File: config.mk
export PLATFORM = sky130hd
export DESIGN_NAME = lpc_sleep_seq
export DESIGN_NICKNAME = d
export VERILOG_FILES = /design/src/rtl/lpc_sleep_seq.sv
export SDC_FILE = /design/constraint.sdc
export NUM_CORES = 1
export LEC_CHECK = 0
export BUFFER_PORTS_ARGS = -buffer_cell sky130_fd_sc_hd__buf_2
export CAP_MARGIN = 0
export CORE_UTILIZATION = 59
export DETAILED_ROUTE_END_ITERATION = 16
export GPL_TIMING_DRIVEN = 0
export PLACE_DENSITY = 0.81
export SYNTH_ARGS = -nofsm -noshare
export SYNTH_HDL_FRONTEND = slang
export SYNTH_SLANG_ARGS = --single-unit
File: constraint.sdc
create_clock -name clk -period 4.2 [get_ports clk]
set_input_delay 1.05 -clock clk [delete_from_list [all_inputs] [get_ports clk]]
set_output_delay 1.05 -clock clk [all_outputs]
set_load 0.1 [all_outputs]
File: src/rtl/lpc_sleep_seq.sv
module lpc_sleep_seq #(
  parameter int GAP_CYCLES = 1000
) (
  input  logic clk,
  input  logic rst_n,
  input  logic sleep_req,
  input  logic core_rst_req,
  input  logic wake_req,
  input  logic clk_stop_req,
  output logic pd_n,
  output logic bus_rst_n,
  output logic frame_lo,
  output logic data_hiz,
  output logic req_gate_en,
  output logic lpc_clk_en,
  output logic busy
);

  localparam int CW = $clog2(GAP_CYCLES + 1) + 1;

  typedef enum logic [2:0] {ST_RUN, ST_PD, ST_WAIT, ST_RST, ST_EXIT} st_t;

  st_t st;
  logic [CW-1:0] cnt;

  always_ff @(posedge clk or negedge rst_n) begin
    if (!rst_n) begin
      st  <= ST_RUN;
      cnt <= '0;
    end else if (core_rst_req) begin
      st  <= ST_RST;
      cnt <= '0;
    end else begin
      case (st)
        ST_RUN:  if (sleep_req) begin
                   st  <= ST_PD;
                   cnt <= CW'(GAP_CYCLES - 1);
                 end
        ST_PD:   begin
                   st  <= ST_WAIT;
                   cnt <= cnt - 1'b1;
                 end
        ST_WAIT: if (cnt == '0) st <= ST_RST;
                 else cnt <= cnt - 1'b1;
        ST_RST:  if (wake_req) st <= ST_EXIT;
        ST_EXIT: st <= ST_RUN;
        default: st <= ST_RUN;
      endcase
    end
  end

  always_ff @(posedge clk or negedge rst_n) begin
    if (!rst_n) begin
      req_gate_en <= 1'b1;
      lpc_clk_en  <= 1'b1;
    end else begin
      req_gate_en <= (st == ST_RUN);
      lpc_clk_en  <= !clk_stop_req;
    end
  end

  assign pd_n      = (st == ST_RUN);
  assign bus_rst_n = (st != ST_RST);
  assign frame_lo  = (st == ST_WAIT) || (st == ST_RST) || (st == ST_EXIT);
  assign data_hiz  = frame_lo;
  assign busy      = (st != ST_RUN);

  // cycles the power-down indication has been low, saturating
  logic [CW-1:0] low_cnt;
  always_ff @(posedge clk or negedge rst_n) begin
    if (!rst_n) low_cnt <= '0;
    else if (pd_n) low_cnt <= '0;
    else if (low_cnt != {CW{1'b1}}) low_cnt <= low_cnt + 1'b1;
  end

  assert_gap_R4: assert property (@(posedge clk) disable iff (!rst_n)
    ($fell(bus_rst_n) && !$past(core_rst_req)) |-> (low_cnt >= CW'(GAP_CYCLES)));

  assert_core_R5: assert property (@(posedge clk) disable iff (!rst_n)
    core_rst_req |=> (!pd_n && !bus_rst_n));

  assert_gate_R3: assert property (@(posedge clk) disable iff (!rst_n)
    !pd_n |=> !req_gate_en);

  assert_order_R7: assert property (@(posedge clk) disable iff (!rst_n)
    $rose(pd_n) |-> (bus_rst_n && $past(bus_rst_n)));

  assert_idle_R11: assert property (@(posedge clk) disable iff (!rst_n)
    !busy |-> (pd_n && bus_rst_n && !frame_lo && !data_hiz));

  assert_clk_R10: assert property (@(posedge clk) disable iff (!rst_n)
    $rose(clk_stop_req) |=> !lpc_clk_en);

endmodule

==> summary.md <==
| Metric | Value |
|---|---|
| Outcome | finished, final reports clean |
| Yosys reg bits | 16 |
| Worst slew pin tran | 0.625 ns |
| CP max stage delay | 0.42 ns |
| Startpoint type of the worst setup path | register |
| Gpl congestion | 0.878 |
| Hold WS | 0.551 ns |
| Multi-input gate area | 494 um2 |
| Nature of the critical path endpoint | output port |
| Placeable core area | 0.00152 mm2 |
| Antenna violations before repair | 0 |
| Worst vdd ir | 292 uV |
| Avg Inst Size Synth | 9.05 um2 |
| Pwr Total | 516 uW |
| Dpl cells | 135 |
| I/O pin total | 13 |
| Clock latency on the worst-skew pair | 0.28 ns |
| Detailed Route WL | 2100 um |
| Clock root cell | clkbuf_4 |
| Wirelength per Cell | 15.1 um |
| FMAX | 349 MHz |
| Max Clock Skew | 0.00141 ns |
| CP max-delay cell | or3_1 |
| Die span in y | 42.5 um |
| Total GRT Usage | 26.3% |
| CTS resizes | 0 |
| LEAKAGE | 0.000487 uW |
| Fill count | 124 |
| Ys flop type | dfrtp_1 |
| H-tree level count | 1 |
| CTS tree | done |
| Worst-path fanout max | 10 |
| Placed instance area | 0.00105 mm2 |
| Vias/cell | 6.47 |
| Cells after Synth | 107 |
| Hold Violations, Final | 0 |
| Detailed-route via count | 899 |
| Design area | 0.00108 mm2 |
| Setup CP Type | register to output port |
| Count of cell types in the netlist | 40 |
| Number of diodes | 0 |
| Sink Count | 16 |
| Post-CTS setup buffers | 0 |
| Post-synth EDFFs | 0 |
| CTS clk-pin slew, worst paths | 0.10 ns |
| Async set-reset flop share out of synthesis | 100% |
| Sequential standard cell area | 403 um2 |
| PD cells | 475 mW/mm2 |
| Slew Limit Fails | 0 |
| Hold crit path type | register to register |
| Dpl hpwl | 1510 um |
| Initial core utilization | 63.5% |
| Synthesized cell area | 968 um2 |
| WP data arrival | 1.82 ns |
| Syn nets | 114 |
| Sequential share of the synthesized area | 41.6% |
| Syn-to-layout area delta | 12.0% |
| Setup_tns | 0 ns |
| CP cell instances | clkbuf_1, or3_1, inv_1, buf_2 |
| Final Setup Violations | 0 |
| CP bufs+invs | 3 |
| Req. time, crit path | 3.15 ns |
| Die area | 0.00181 mm2 |
| Std-Cell Rows | 14 |
| Final #Nets | 131 |
| DRC viols | 0 |
| Routed Antenna Nets | 0 |
| Vias in the first global route | 770 |
| Largest net degree at the start of global routing | 17 |
| Number of buffers created by CTS | 3 |
| Slew Limit Headroom | 58.3% |
| Post-CTS Hold Fix Bufs | 0 |
| Tcrit/Tclk final | 68.3% |
| CP top delay family | buffers and inverters |
| GR Overflow Total | 0 |
| MaxCap Viol Count | 0 |
| Share of post-route cells with drive strength above 1 | 23.6% |
| Clock buffer depth | 2 |
| Port bufs | 12 |
| Drt first-iter violations | 55 |
| First-pass iteration count of the detailed router | 4 |
| Ys Warns | 0 |
| Global-route wire length before repair | 3580 um |
| Die X | 42.5 um |
| Tmin final | 2.87 ns |
| Non-Filler Instances | 139 |
| Unrepaired setup endpoints after global routing | no |
==> logic make-up after synthesis <==
kind of cell,share of synthesized area (%)
adders and majority gates,1.29
buffers and inverters,7.36
DFF,41.6
xor gates and xnor gates,0.905
muxes,3.36
AOI/OAI and AO/OA,22.4
and+or+nand+nor,23.1
==> final timing paths <==
| kind | start | end | slack [ns] | cells after the start |
|---|---|---|---|---|
| max | st[2] | pd_n | 1.33 | 4 |
| min | cnt[2] | cnt[2] | 0.55 | 2 |
| max reg2reg | cnt[0] | cnt[1] | 2.17 | 6 |
| min reg2reg | cnt[2] | cnt[2] | 0.55 | 2 |
| max in group asynchronous | rst_n | lpc_clk_en | 3.24 | 1 |
| min in group asynchronous | rst_n | cnt[10] | 0.66 | 1 |
==> synthesized netlist by cell type (all sizes together), types with 3 or more instances <==
library cell / n / area share (%)
clkbuf: 4 / 1.5
nand2: 3 / 1.2
buf: 4 / 2.3
nor3: 6 / 3.6
dfrtp: 14 / 36
a21oi: 7 / 3.6
o21ai: 3 / 1.5
or3: 9 / 5.8
nor2: 8 / 3.1
nand3: 4 / 2.1
inv: 9 / 3.5
o221ai: 3 / 2.7
==> worst reg2reg max path: cells and delay by family (launching register included) <==
| family | cells | cell delay (ns) |
|---|---|---|
| compound gates | 1 | 0.54 |
| buf+inv | 1 | 0.07 |
| fa+ha+maj | 1 | 0.23 |
| mux | 1 | 0.41 |
| simple gates | 2 | 0.34 |
| flops | 1 | 0.35 |
==> per-layer routing <==
layer,vias up,part of all wire [%],routed length [um],track usage [%]
li1,432,-,-,-
met1,428,44,915,36.1
met2,35,49,1030,44.0
met3,4,6.2,130,3.88
met4,0,1.3,27,5.63
met5,-,0,0,0
==> cell usage in the layout, fill, tap and decap left out, types with 2 or more instances in the layout <==
master	synthesis	routed
a21oi_1	7	7
a31oi_1	2	2
buf_2	3	15
clkbuf_1	4	4
clkbuf_4	0	3
dfrtp_1	14	14
dfstp_2	2	2
inv_1	9	9
mux2_2	2	2
nand2_1	3	3
nand3_1	4	4
nor2_1	8	8
nor3_1	5	5
nor4_1	2	2
o2111a_1	2	2
o211ai_1	2	2
o21ai_0	3	3
o221ai_1	3	3
or2_2	2	2
or3_1	9	9
==> flip-flops by register name, indices dropped and copies added, names as in the netlist <==
name and flops:
st 3, req_gate_en 1, cnt 11, lpc_clk_en 1
==> power breakdown <==
| group | total [uW] | leakage (uW) | switching, uW | internal (uW) |
|---|---|---|---|---|
| registers | 200 | 0.000197 | 22.3 | 177 |
| clock network | 103 | 0.0000210 | 50.6 | 52.7 |
| logic | 213 | 0.000269 | 143 | 69.8 |
==> layout make-up <==
type,count,area share [%]
multi-input cells,74,45.6
flip-flops and latches,16,37.1
repair buffers,12,5.54
plain buffers,8,3.46
clock buffers,4,3.34
inverters,9,3.11
well taps,16,1.85
==> metrics by stage <==
stage | setup slack, ns | util (%)
after floorplan | 1.03 | -
after global placement | 1.56 | 68.8
after detailed placement | 1.49 | 68.8
after CTS | 1.35 | 71.2
after global routing | 1.29 | 71.2
final | 1.33 | 71.2
Power figures use the tool's default switching activity.
